`src/rtl/pfmt_pkg.sv`:
```
package pfmt_pkg;
  // channel order codes (decode only; unlisted codes fall back to identity)
  localparam logic [2:0] ORD_RGB = 3'd0;
  localparam logic [2:0] ORD_GBR = 3'd1;
  localparam logic [2:0] ORD_BRG = 3'd2;
  localparam logic [2:0] ORD_RBG = 3'd3;
  localparam logic [2:0] ORD_GRB = 3'd4;
  localparam logic [2:0] ORD_BGR = 3'd5;
  // lane layout codes
  localparam logic [2:0] LAY_RGB  = 3'd0;
  localparam logic [2:0] LAY_CYCY = 3'd1;
  localparam logic [2:0] LAY_YCYC = 3'd2;
  localparam logic [2:0] LAY_CY   = 3'd3;
  localparam logic [2:0] LAY_YC   = 3'd4;
  // depth codes
  localparam logic [2:0] DEP_8  = 3'd0;
  localparam logic [2:0] DEP_10 = 3'd1;
  localparam logic [2:0] DEP_12 = 3'd2;
  localparam logic [2:0] DEP_16 = 3'd3;

  function automatic logic is_yc_layout(input logic [2:0] lay);
    return (lay == LAY_CYCY) || (lay == LAY_YCYC) || (lay == LAY_CY) || (lay == LAY_YC);
  endfunction
endpackage

```
`src/rtl/pfmt_swizzle.sv`:
```
module pfmt_swizzle #(
  parameter int CIN = 8
) (
  input  logic [3*CIN-1:0] pix_i,
  input  logic             rb_swap,
  input  logic [2:0]       order,
  input  logic             yuv422,
  output logic [3*CIN-1:0] pix_o
);
  import pfmt_pkg::*;

  logic [CIN-1:0] c_hi, c_mid, c_lo;
  assign c_hi  = pix_i[3*CIN-1 -: CIN];
  assign c_mid = pix_i[2*CIN-1 -: CIN];
  assign c_lo  = pix_i[CIN-1 -: CIN];

  always_comb begin
    if (yuv422) begin
      // 4:2:2: order pinned to identity, optional first/last exchange
      pix_o = rb_swap ? {c_lo, c_mid, c_hi} : {c_hi, c_mid, c_lo};
    end else begin
      case (order)
        ORD_GBR: pix_o = {c_mid, c_lo,  c_hi};
        ORD_BRG: pix_o = {c_lo,  c_hi,  c_mid};
        ORD_RBG: pix_o = {c_hi,  c_lo,  c_mid};
        ORD_GRB: pix_o = {c_mid, c_hi,  c_lo};
        ORD_BGR: pix_o = {c_lo,  c_mid, c_hi};
        default: pix_o = {c_hi,  c_mid, c_lo};
      endcase
    end
  end
endmodule

```
`src/rtl/pfmt_clamp.sv`:
```
module pfmt_clamp #(
  parameter int CW = 12
) (
  input  logic [CW-1:0] val_i,
  input  logic [CW-1:0] lim_bot,
  input  logic [CW-1:0] lim_top,
  output logic [CW-1:0] val_o
);
  logic [CW-1:0] raised;
  // bottom applied first so the top limit wins when limits cross
  assign raised = (val_i < lim_bot) ? lim_bot : val_i;
  assign val_o  = (raised > lim_top) ? lim_top : raised;
endmodule

```
`src/rtl/pfmt_pack.sv`:
```
module pfmt_pack #(
  parameter int CW = 12,
  parameter int LW = 16
) (
  input  logic [CW-1:0]   k_hi,    // R or Cr
  input  logic [CW-1:0]   k_mid,   // G or Y
  input  logic [CW-1:0]   k_lo,    // B or Cb
  input  logic [2:0]      layout,
  input  logic [2:0]      depth,
  input  logic            odd_px,
  output logic [3*LW-1:0] lanes
);
  import pfmt_pkg::*;

  // requires 12 <= CW <= 16 <= LW
  function automatic logic [LW-1:0] scale(input logic [CW-1:0] c, input logic [2:0] d);
    logic [LW-1:0] w;
    w = LW'(c);
    case (d)
      DEP_10:  return w >> (CW - 10);
      DEP_12:  return w >> (CW - 12);
      DEP_16:  return w << (16 - CW);
      default: return w >> (CW - 8);
    endcase
  endfunction

  logic [CW-1:0] chroma;
  logic [CW-1:0] l2, l1, l0;
  logic          l2_zero;

  assign chroma = odd_px ? k_hi : k_lo;

  always_comb begin
    l2_zero = 1'b0;
    case (layout)
      LAY_CYCY: begin l2 = '0;   l1 = chroma; l0 = k_mid;  l2_zero = 1'b1; end
      LAY_YCYC: begin l2 = '0;   l1 = k_mid;  l0 = chroma; l2_zero = 1'b1; end
      LAY_CY:   begin l2 = k_hi;  l1 = k_lo;  l0 = k_mid;  end
      LAY_YC:   begin l2 = k_mid; l1 = k_lo;  l0 = k_hi;   end
      default:  begin l2 = k_hi;  l1 = k_mid; l0 = k_lo;   end
    endcase
  end

  assign lanes = {(l2_zero ? '0 : scale(l2, depth)), scale(l1, depth), scale(l0, depth)};
endmodule

```
`src/rtl/pfmt_top.sv`:
```
module pfmt_top #(
  parameter int CIN = 8,
  parameter int CW  = 12,
  parameter int LW  = 16
) (
  input  logic              clk,
  input  logic              rst_n,
  input  logic              in_valid,
  input  logic              in_de,
  input  logic [3*CIN-1:0]  in_pix,
  input  logic              cfg_rb_swap,
  input  logic [2:0]        cfg_order,
  input  logic [2:0]        cfg_ycmap,
  input  logic [2:0]        cfg_depth,
  input  logic              cfg_yuv422,
  input  logic              cfg_csc_en,
  input  logic [CW-1:0]     luma_bot,
  input  logic [CW-1:0]     luma_top,
  input  logic [CW-1:0]     chroma_bot,
  input  logic [CW-1:0]     chroma_top,
  output logic              out_valid,
  output logic [3*LW-1:0]   out_data,
  output logic              out_csc
);
  import pfmt_pkg::*;

  localparam int PW = 3 * CIN;
  localparam int OW = 3 * LW;
  localparam int SH = CW - CIN;

  // ---------------- channel order ----------------
  logic [PW-1:0] swz;
  pfmt_swizzle #(.CIN(CIN)) u_swz (
    .pix_i  (in_pix),
    .rb_swap(cfg_rb_swap),
    .order  (cfg_order),
    .yuv422 (cfg_yuv422),
    .pix_o  (swz)
  );

  // ---------------- widen and clamp ----------------
  logic          yc_mode;
  logic [CW-1:0] clamped [3];
  assign yc_mode = is_yc_layout(cfg_ycmap);

  for (genvar k = 0; k < 3; k++) begin : g_comp
    localparam bit CAN_BE_CHROMA = (k != 1);
    logic [CW-1:0] wide, bot, top;
    logic          use_chroma;
    assign wide       = CW'(swz[(2-k)*CIN +: CIN]) << SH;
    assign use_chroma = CAN_BE_CHROMA && yc_mode;
    assign bot        = use_chroma ? chroma_bot : luma_bot;
    assign top        = use_chroma ? chroma_top : luma_top;
    pfmt_clamp #(.CW(CW)) u_clamp (
      .val_i  (wide),
      .lim_bot(bot),
      .lim_top(top),
      .val_o  (clamped[k])
    );
  end

  // ---------------- chroma alternation ----------------
  logic de_q, par_q, restart_q;
  logic de_d, par_d, restart_d;
  logic de_rise, phase;

  assign de_rise = in_de & ~de_q;
  assign phase   = (de_rise | restart_q) ? 1'b0 : par_q;

  always_comb begin
    de_d      = in_de;
    par_d     = par_q;
    restart_d = restart_q | de_rise;
    if (in_valid) begin
      par_d     = ~phase;
      restart_d = 1'b0;
    end
  end

  // ---------------- layout and depth ----------------
  logic [OW-1:0] packed_px;
  pfmt_pack #(.CW(CW), .LW(LW)) u_pack (
    .k_hi  (clamped[0]),
    .k_mid (clamped[1]),
    .k_lo  (clamped[2]),
    .layout(cfg_ycmap),
    .depth (cfg_depth),
    .odd_px(phase),
    .lanes (packed_px)
  );

  // ---------------- output stage ----------------
  logic [OW-1:0] data_d;
  logic          csc_d;
  assign data_d = in_valid ? packed_px : out_data;
  assign csc_d  = cfg_csc_en | cfg_yuv422;

  always_ff @(posedge clk or negedge rst_n) begin
    if (!rst_n) begin
      out_valid <= 1'b0;
      out_data  <= '0;
      out_csc   <= 1'b0;
      de_q      <= 1'b0;
      par_q     <= 1'b0;
      restart_q <= 1'b0;
    end else begin
      out_valid <= in_valid;
      out_data  <= data_d;
      out_csc   <= csc_d;
      de_q      <= de_d;
      par_q     <= par_d;
      restart_q <= restart_d;
    end
  end
endmodule

```
`config.mk`:
```
export PLATFORM = sky130hd
export DESIGN_NAME = pfmt_top
export DESIGN_NICKNAME = d
export VERILOG_FILES = /design/src/rtl/pfmt_pkg.sv /design/src/rtl/pfmt_swizzle.sv /design/src/rtl/pfmt_clamp.sv /design/src/rtl/pfmt_pack.sv /design/src/rtl/pfmt_top.sv
export SDC_FILE = /design/constraint.sdc
export NUM_CORES = 1
export LEC_CHECK = 0
export BUFFER_PORTS_ARGS = -buffer_cell sky130_fd_sc_hd__buf_4
export CAP_MARGIN = 40
export CELL_PAD_IN_SITES_DETAIL_PLACEMENT = 0
export CELL_PAD_IN_SITES_GLOBAL_PLACEMENT = 1
export CORE_ASPECT_RATIO = 0.5
export CORE_MARGIN = 2
export CORE_UTILIZATION = 30
export DETAILED_ROUTE_END_ITERATION = 16
export PLACE_DENSITY = 0.62
export SLEW_MARGIN = 0
export SYNTH_ARGS = -nofsm -noshare
export SYNTH_HDL_FRONTEND = slang
export SYNTH_SLANG_ARGS = --single-unit
```
`constraint.sdc`:
```
create_clock -name clk -period 2.5 [get_ports clk]
set_input_delay 0.125 -clock clk [delete_from_list [all_inputs] [get_ports clk]]
set_output_delay 0.125 -clock clk [all_outputs]
set_load 0.05 [all_outputs]
```
==> results.ini, run 1 <==
[status]
status=finished, violations left
violations=setup timing

[floorplanning]
start_util_pct=30.5
fp-row-count=41
core_area_mm2=0.0251
ioPinCount=138
dieArea_mm2=0.0268
die-height_um=117
die_w_um=230

[run]
maxCapViolCount=0

[synthesis]
yosys.area.top_type=dfrtp_1
muxShareOfSynthArea_pct=10.5
synth_common_cells=99 x nand2_1, 85 x a21oi_1, 79 x nor2_1
synth_top_family_by_area=compound AO/OA/AOI/OAI gates
ys_seq_elements=53
synth_xor_area_share_pct=0.229
synthFlopType=dfrtp_1
yosysMostFrequentCell=nand2_1
yosys-top-cells-area=dfrtp_1 17%, ha_1 9.8%, a21oi_1 5.6%
synth_adder_area_share_pct=9.83
synth_compound_area_share_pct=35.3
synth.distinct_cells=84
ys_seq_area_share_pct=17.4
synth_edf_count=0
synthArstFlopShare_pct=100
synthSimpleGateAreaFrac_pct=19.4
synth_warnings=0
avgSynthCellArea_um2=7.50
syn-cell-area_mm2=0.00764
synth_nets=1167
yosysTopAreaCellShare_pct=17.4
syn_inst=1019

[sta]
hold_viol_final=0
fin_crit_sh_pct=203
max_slew_margin_pct=38.0
setup-tns-final_ns=-113.86
final_max_slew_viol_count=0
hold-worst-slack_ns=0.104
max_freq_mhz=197
worst_slew_pin_slew_ns=0.921
rsz0062_at_grt=true
period_minus_slack_ns=5.08
fin_ws_ns=-2.58
setup_viol=48
fin_skew_ns=0.00200

[pwr]
power_mw=9.14
peakVddDrop_mv=0.292
p_leak_nw=6.43
power_density_mw_per_mm2=643

[final_layout]
fin_cells=1874
postLayoutCellArea_mm2=0.0142
fin_util_pct=56.7
num_antenna_cells=0
area_delta_synth_final_pct=86.1
drive_gt1_share_pct=57.1
fillers=2315
finalNetCount=1679

[cts]
clkSlewWorstSetupHoldPaths_ns=0.07
cts.sinks=53
cts_buffers=5
root_buffer=clkbuf_16
clkLatencyLatePin_ns=0.29
cts_max_path_buffers=2
htreeDepth=2
cts_tree=built

[detailed_routing]
initialDrtViolationCount=746
ant_nets=0
routedWlPerCell_um=21.0
via_count=10200
routed_wl_um=39300
drc=0
viasPerCell=5.46
first_pass_iters=4

[critical_path]
reg2regPathDepth=10
cp-start-kind=input pin
critPathSlowestCell=a32oi_2
cp_common_cell=buf_4
critPathKind=input pin to flop
crit_arrival_ns=5.26
crit_required_ns=2.68
endpoint_kind=flop
cp_max_fo=10
r2r_end=out_data[3]
r2r_start=de_q
r2r_slack_ns=-0.06
crit_path_max_incr_delay_ns=0.37

[placement]
post-dp-hpwl_um=31300
io_buffers=137
place_inst=1799
placed_cell_area_mm2=0.0120
place_ws_ns=-3.18
place_congestion=0.979

[worst_hold_path]
hold_path_end=out_csc
worstHoldStart=cfg_csc_en
hold_class=input pin to flop
hold_depth=2

[grt]
grt_pass1_vias=10200
grt_max_degree=54
antenna_found_initial=0
grt_pass1_wl_um=59300
overflow=0
grt_use_total_pct=28.4

==> sequential cells by signal (all words and copies together), names as in the netlist <==
register   cells
de_q           1
out_csc        1
out_data      48
out_valid      1
par_q          1
restart_q      1
==> how the worst max path moves through the flow <==
stage / end / start / cells after the start
2_1_floorplan: out_data[3] / cfg_order[0] / 22
4_1_cts: out_data[3] / cfg_order[1] / 24
6_report: out_data[3] / cfg_order[2] / 26
5_1_grt: out_data[3] / cfg_order[0] / 23
3_3_place_gp: out_data[2] / cfg_order[2] / 28
3_5_place_dp: out_data[2] / cfg_order[2] / 28
==> layer usage <==
layer	vias to the layer above	part of all wire [%]	track usage [%]
met5	-	0	0
met4	0	2.4	8.01
met3	58	3.7	1.45
met2	298	48	50.1
met1	4975	46	38.4
li1	4894	-	-
==> where the power goes <==
part           switching (mW)  internal (mW)
combinational            3.86           3.52
clock                   0.304          0.359
sequential              0.101          0.998
==> what timing repair did <==
item | in CTS | in global routing
setup endpoints to repair | 48 | 48
gates cloned | 3 | 0
gates resized for setup | 183 | 142
hold buffers | 2 | 0
hold endpoints to repair | 54 | 0
setup buffers | 36 | 34
pin swaps | 76 | 69
==> layout make-up <==
type | instances | area [µm²] | area share (%)
Inverter | 63 | 236 | 1.66
Clock buffer | 5 | 125 | 0.880
Multi-Input combinational cell | 831 | 7400 | 52.0
Clock inverter | 1 | 5.00 | 0.0352
Sequential cell | 53 | 1330 | 9.33
Tap cell | 344 | 430 | 3.03
Timing Repair Buffer | 577 | 4700 | 33.0
==> cells by family after synthesis <==
family                     Yosys count
adders and majority gates           60
xor gates and xnor gates             2
muxes                               75
AOI/OAI and AO/OA                  380
and+or+nand+nor                    314
DFF                                 53
buffers and inverters              135
==> worst max-delay path: cells and delay by family <==
kind	cells	cell delay, ns
buffers and inverters	6	0.84
adders and majority gates	2	0.54
muxes	2	0.61
and+or+nand+nor	5	0.67
AOI/OAI and AO/OA	11	2.47
==> cells in the final DEF (no fill, tap or decap), types with 9 or more instances in the layout <==
cell	instances
nand4_1	13
o21ai_2	16
ha_4	21
nand2_1	82
nor2b_1	10
a21oi_2	34
nand2_2	13
buf_6	51
inv_1	52
a21oi_1	45
ha_1	38
mux2i_1	31
a221o_1	10
o211ai_1	24
inv_2	9
buf_12	9
a211oi_2	9
mux2_4	18
nor3_1	12
mux2_2	15
a21o_1	13
dfrtp_1	53
o21ai_0	17
o2bb2ai_1	25
buf_4	511
and2_1	12
o21ai_1	22
a21oi_4	12
nor2_1	63
o21ai_4	10
nand3_1	33
(Power assumes the default switching activity.)
==> run 2, diff against run 1 <==
--- a/config.mk
+++ b/config.mk
@@ -14,6 +14,7 @@
 export CORE_UTILIZATION = 30
 export DETAILED_ROUTE_END_ITERATION = 16
 export PLACE_DENSITY = 0.62
+export RECOVER_POWER = 100
 export SLEW_MARGIN = 0
 export SYNTH_ARGS = -nofsm -noshare
 export SYNTH_HDL_FRONTEND = slang
==> run 2 against run 1 <==
Combinational power decreased by 2%. Via count decreased by 0.26%. Largest power group unchanged. Largest cell class unchanged. Cell area decreased by 1.4%. Cell count unchanged. Register-to-register slack got worse by 0.13 ns. The run still ends with setup timing left. Clock power about the same. Non-clock buffer count unchanged. Sequential share of layout area increased by 0.13 points. Critical path type unchanged. Flip-flop and latch count unchanged. Count of clock-buffer cells in the layout unchanged.
==> results.ini, run 2 (synthesized netlist as in run 1, its figures left out) <==
[floorplanning]
die_w_um=230  ; unchanged
ioPinCount=138  ; unchanged
dieArea_mm2=0.0268  ; unchanged
core_area_mm2=0.0251  ; unchanged
start_util_pct=30.5  ; unchanged
die-height_um=117  ; unchanged
fp-row-count=41  ; unchanged

[cts]
cts_max_path_buffers=2  ; unchanged
root_buffer=clkbuf_16  ; unchanged
clkSlewWorstSetupHoldPaths_ns=0.07  ; about the same
htreeDepth=2  ; unchanged
cts.sinks=53  ; unchanged
cts_tree=built  ; unchanged
cts_buffers=5  ; unchanged
clkLatencyLatePin_ns=0.29  ; about the same

[grt]
grt_max_degree=54  ; unchanged
grt_pass1_vias=10200  ; unchanged
grt_use_total_pct=28.4  ; unchanged
overflow=0  ; unchanged
grt_pass1_wl_um=59300  ; unchanged
antenna_found_initial=0  ; unchanged

[pwr]
power_mw=9.01  ; was 9.14 mW
power_density_mw_per_mm2=643  ; about the same
peakVddDrop_mv=0.289  ; was 0.292 mV
p_leak_nw=6.23  ; was 6.43 nW

[run]
maxCapViolCount=0  ; unchanged

[detailed_routing]
viasPerCell=5.44  ; was 5.46
first_pass_iters=5  ; was 4
routedWlPerCell_um=20.9  ; was 21.0 µm
via_count=10200  ; about the same
routed_wl_um=39200  ; was 39300 µm
drc=0  ; unchanged
initialDrtViolationCount=766  ; was 746
ant_nets=0  ; unchanged

[sta]
final_max_slew_viol_count=0  ; unchanged
max_freq_mhz=198  ; was 197 MHz
hold_viol_final=0  ; unchanged
setup_viol=48  ; unchanged
rsz0062_at_grt=true  ; unchanged
worst_slew_pin_slew_ns=1.35  ; was 0.921 ns
fin_crit_sh_pct=203  ; about the same
setup-tns-final_ns=-114.02  ; was -113.86 ns
max_slew_margin_pct=9.90  ; was 38.0%
hold-worst-slack_ns=0.101  ; was 0.104 ns
fin_ws_ns=-2.56  ; was -2.58 ns
fin_skew_ns=0.00372  ; was 0.00200 ns
period_minus_slack_ns=5.06  ; was 5.08 ns

[critical_path]
cp_common_cell=buf_12  ; was buf_4
endpoint_kind=flop  ; unchanged
crit_required_ns=2.68  ; about the same
critPathSlowestCell=a2111o_1  ; was a32oi_2
worstPathCellList=buf_12 > o21ai_2 > or3b_4 > a221o_1 > ha_4 > a2111o_1 > o21bai_4 > o211ai_4 > buf_6 > buf_12 > mux2_4 > ha_4 > nand4_1 > a21o_1 > a21oi_4 > buf_12 > mux2_4 > a222oi_1 > buf_4 > o22ai_2 > a221oi_2 > nor2_1
reg2regPathDepth=10  ; unchanged
r2r_end=out_data[3]  ; unchanged
path_buf_inv=5  ; was 6
cp_max_fo=6  ; was 10
critPathKind=input pin to flop  ; unchanged
r2r_slack_ns=-0.19  ; was -0.06 ns
crit_arrival_ns=5.24  ; was 5.26 ns
cp-start-kind=input pin  ; unchanged
r2r_start=de_q  ; unchanged
crit_path_max_incr_delay_ns=0.46  ; was 0.37 ns
path_delay_family=compound AO/OA/AOI/OAI gates  ; unchanged

[status]
violations=setup timing  ; unchanged
status=finished, violations left  ; unchanged

[placement]
post-dp-hpwl_um=31300  ; unchanged
place_ws_ns=-3.18  ; unchanged
io_buffers=137  ; unchanged
place_inst=1799  ; unchanged
place_congestion=0.979  ; unchanged

[final_layout]
drive_gt1_share_pct=53.7  ; was 57.1%
final_common_cell=buf_4  ; unchanged
fin_cells=1874  ; unchanged
finalNetCount=1679  ; unchanged
largest_register_ffs=48  ; unchanged
area_delta_synth_final_pct=83.6  ; was 86.1%
regMostFlops=out_data  ; unchanged
layout_common_cells=458 x buf_4, 82 x nand2_1, 63 x nor2_1  ; was 511 x buf_4, 82 x nand2_1, 63 x nor2_1
num_antenna_cells=0  ; unchanged

[worst_hold_path]
hold_path_end=out_csc  ; unchanged
hold_class=input pin to flop  ; unchanged
worstHoldStart=cfg_csc_en  ; unchanged
hold_depth=2  ; unchanged

[run 2: cell types whose count changed in the layout (fill, tap and decap cells not counted), sizes merged]
| cell | change |
|---|---|
| buf | -53 |
| clkbuf | +53 |
[run 2: power breakdown]
group | total (mW) | switching, mW | leakage, nW | internal, mW
Combinational | 7.25 | 3.86 | 5.50 | 3.40
Sequential | 1.10 | 0.0986 | 0.672 | 0.998
Clock | 0.664 | 0.305 | 0.0655 | 0.359
[run 2: how the worst max path moves through the flow]
| stage | startpoint | end | slack [ns] | cells past startpoint |
|---|---|---|---|---|
| final | cfg_order[0] | out_data[3] | -2.56 | 22 |
| after global routing | cfg_order[0] | out_data[3] | -2.73 | 23 |
| after CTS | cfg_order[1] | out_data[3] | -2.53 | 24 |
| after detailed placement | cfg_order[2] | out_data[2] | -3.18 | 28 |
| after global placement | cfg_order[2] | out_data[2] | -3.06 | 28 |
| after floorplan | cfg_order[0] | out_data[3] | -2.39 | 22 |
[run 2: repair_timing]
item	CTS	global route
cloned	3	0
hold endpoints to repair	54	0
setup buffers	36	34
pin swaps	76	69
setup endpoints to repair	48	48
hold buffers	2	0
resized for setup	183	142
[run 2: cell type report]
| type | instances | area (µm²) |
|---|---|---|
| clock buffer | 5 | 125 |
| multi-input combinational | 831 | 7400 |
| inverter | 63 | 236 |
| clock inverter | 1 | 5.00 |
| sequential | 53 | 1330 |
| tap | 344 | 430 |
| timing repair buffer | 577 | 4500 |
| fill | 2367 | 11100 |
[run 2: worst reg2reg max path, delay by kind of cell (launching register included)]
family | cells | cell delay, ns
compound gates | 5 | 1.26
buf+inv | 3 | 0.45
flops | 1 | 0.33
simple gates | 2 | 0.54
[run 2: per-stage QoR]
| step | instance area, µm² | util [%] |
|---|---|---|
| 6_report | 14000 | 55.9 |
| 5_1_grt | 14000 | 55.9 |
| 4_1_cts | 13300 | 53.1 |
| 3_5_place_dp | 12000 | 47.8 |
| 3_3_place_gp | 12000 | 47.8 |
| 2_1_floorplan | 8180 | - |
[run 2: layer usage]
layer  vias to the layer above  part of all wire [%]  GRT usage [%]
met4                         0                   2.4           8.01
met3                        59                   4.1           1.45
met5                         -                     0              0
li1                       4883                     -              -
met1                      4938                    46           38.4
met2                       318                    48           50.1
==> run 3, diff against run 2 <==
--- a/config.mk
+++ b/config.mk
@@ -9,7 +9,7 @@
 export CAP_MARGIN = 40
 export CELL_PAD_IN_SITES_DETAIL_PLACEMENT = 0
 export CELL_PAD_IN_SITES_GLOBAL_PLACEMENT = 1
-export CORE_ASPECT_RATIO = 0.5
+export CORE_ASPECT_RATIO = 1.25
 export CORE_MARGIN = 2
 export CORE_UTILIZATION = 30
 export DETAILED_ROUTE_END_ITERATION = 16
==> run 3 against run 2 <==
The flow still finishes with violations (setup timing). Flip-flop and latch count unchanged. Die area down 0.26%. Count of clock-buffer cells in the layout is the same. Sequential power barely moved. Sequential share of layout area is 0.16 points lower. Via count up 1.3%. Non-clock buffer count is the same. Fmax increased by 0.79%. Critical path type unchanged. Highest routed layer unchanged.
==> results.ini, run 3 (synthesized netlist as in run 1, its figures left out) <==
[grt]
grt_max_degree=54  ; unchanged
grt_pass1_vias=10700  ; was 10200
grt_use_total_pct=30.3  ; was 28.4%
grt_pass1_wl_um=62200  ; was 59300 µm
overflow=0  ; unchanged
antenna_found_initial=0  ; unchanged

[critical_path]
endpoint_kind=flop  ; unchanged
cp_max_fo=7  ; was 6
critPathKind=input pin to flop  ; unchanged
r2r_end=out_data[2]  ; was out_data[3]
cp-start-kind=input pin  ; unchanged
crit_start=cfg_ycmap[1]  ; was cfg_order[0]
r2r_slack_ns=-0.09  ; was -0.19 ns
r2r_start=de_q  ; unchanged
crit_arrival_ns=5.21  ; was 5.24 ns
crit_end=out_data[2]  ; was out_data[3]
reg2regPathDepth=11  ; was 10
crit_required_ns=2.69  ; was 2.68 ns

[detailed_routing]
viasPerCell=5.53  ; was 5.44
first_pass_iters=5  ; unchanged
initialDrtViolationCount=482  ; was 766
routed_wl_um=41900  ; was 39200 µm
routedWlPerCell_um=22.4  ; was 20.9 µm
via_count=10300  ; was 10200
drc=0  ; unchanged
ant_nets=0  ; unchanged

[sta]
worst_slew_pin_slew_ns=1.37  ; was 1.35 ns
max_slew_margin_pct=8.36  ; was 9.90%
max_freq_mhz=199  ; was 198 MHz
fin_skew_ns=0.00626  ; was 0.00372 ns
rsz0062_at_grt=true  ; unchanged
fin_ws_ns=-2.52  ; was -2.56 ns
setup-tns-final_ns=-111.41  ; was -114.02 ns
period_minus_slack_ns=5.02  ; was 5.06 ns
setup_viol=48  ; unchanged
hold_viol_final=0  ; unchanged
fin_crit_sh_pct=201  ; was 203%
final_max_slew_viol_count=0  ; unchanged

[status]
status=finished, violations left  ; unchanged
violations=setup timing  ; unchanged

[cts]
clkLatencyLatePin_ns=0.31  ; was 0.29 ns
root_buffer=clkbuf_16  ; unchanged
clkSlewWorstSetupHoldPaths_ns=0.08  ; was 0.07 ns
cts.sinks=53  ; unchanged
cts_tree=built  ; unchanged
cts_max_path_buffers=2  ; unchanged
cts_buffers=5  ; unchanged
htreeDepth=2  ; unchanged

[final_layout]
largest_register_ffs=48  ; unchanged
postLayoutCellArea_mm2=0.0143  ; was 0.0140 mm²
num_antenna_cells=0  ; unchanged
finalNetCount=1679  ; unchanged
area_delta_synth_final_pct=86.8  ; was 83.6%
drive_gt1_share_pct=55.2  ; was 53.7%
layout_common_cells=449 x buf_4, 83 x nand2_1, 58 x nor2_1  ; was 458 x buf_4, 82 x nand2_1, 63 x nor2_1
regMostFlops=out_data  ; unchanged
final_common_cell=buf_4  ; unchanged

[floorplanning]
die-height_um=182  ; was 117 µm
start_util_pct=30.4  ; was 30.5%
die_w_um=147  ; was 230 µm
fp-row-count=65  ; was 41
ioPinCount=138  ; unchanged
dieArea_mm2=0.0268  ; about the same
core_area_mm2=0.0251  ; about the same

[run]
maxCapViolCount=0  ; unchanged

[placement]
post-dp-hpwl_um=34100  ; was 31300 µm
place_congestion=1.01  ; was 0.979
io_buffers=137  ; unchanged
placed_cell_area_mm2=0.0120  ; about the same

[pwr]
p_leak_nw=6.30  ; was 6.23 nW
power_density_mw_per_mm2=667  ; was 643 mW/mm²
peakVddDrop_mv=0.362  ; was 0.289 mV

[worst_hold_path]
hold_class=input pin to flop  ; unchanged

## run 3: changes by cell type in the layout (fill, tap and decap cells not counted), sizes merged
cell      before  now
buf          522  520
inv           61   62
clkbuf        58   60
clkinvlp       0    1
## run 3: worst min path at each step
stage | cells after the start | startpoint | slack [ns] | to
final | 2 | cfg_csc_en | 0.04 | out_csc
after global routing | 2 | cfg_csc_en | 0.03 | out_csc
after CTS | 2 | cfg_csc_en | 0.03 | out_csc
after detailed placement | 1 | rst_n | 0.22 | out_data[36]
after global placement | 1 | rst_n | 0.22 | out_data[36]
after floorplan | 0 | rst_n | -0.17 | de_q
## run 3: per-layer routing
metal | GRT usage [%] | share of wire, %
met1 | 30.5 | 36
met2 | 59.1 | 53
met3 | 2.43 | 3.1
met4 | 19.6 | 8.2
met5 | 0 | 0
## run 3: where the power goes
part / total, mW / leakage (nW) / switching, mW / internal [mW]
sequential: 1.08 / 0.672 / 0.0869 / 0.997
combinational: 7.70 / 5.56 / 4.01 / 3.69
clock: 0.732 / 0.0702 / 0.357 / 0.375
## run 3: area by class of cell
cell class | instances | area (µm²)
fillers | 2380 | 10900
multi-input cells | 831 | 7560
repair buffers | 577 | 4580
flip-flops and latches | 53 | 1330
well taps | 335 | 419
inverters | 63 | 238
clock buffers | 5 | 125
clock inverters | 3 | 21.3
## run 3: stage by stage
stage                     util, %  setup slack, ns  power, mW  cells  hold slack [ns]
final                        56.8            -2.52       9.52   1867           0.0408
after global routing         56.8            -2.66       10.0   1867           0.0349
after CTS                    54.3            -2.42       8.81   1840           0.0341
after detailed placement     47.7            -3.19       6.94   1783            0.220
after global placement       47.7            -3.17       6.91   1783            0.215
after floorplan                 -            -2.39       4.21   1019           -0.171
## run 3: critical path, cell delays in order
cell       delay, ns
buf_8           0.10
or3_4           0.41
and2_4          0.21
buf_8           0.15
nor2_4          0.14
a21oi_4         0.06
ha_4            0.28
nand4_1         0.20
a31oi_4         0.25
nor2_4          0.09
buf_6           0.12
a21o_1          0.16
and2_1          0.14
ha_1            0.26
and3_4          0.15
a221o_1         0.35
a221oi_2        0.33
buf_4           0.18
a21oi_4         0.07
buf_6           0.15
a211oi_1        0.37
a2111oi_4       0.08
o22ai_1         0.20
buf_4           0.20
o2bb2ai_2       0.07
a221oi_2        0.28
nor2_1          0.06
## run 3: what timing repair did
item | CTS | global route
hold buffers | 2 | 0
resized for setup | 235 | 127
endpoints found under the setup margin | 48 | 48
setup buffers | 49 | 32
endpoints found under the hold margin | 54 | 0
gates cloned | 3 | 1
pin swaps | 101 | 87
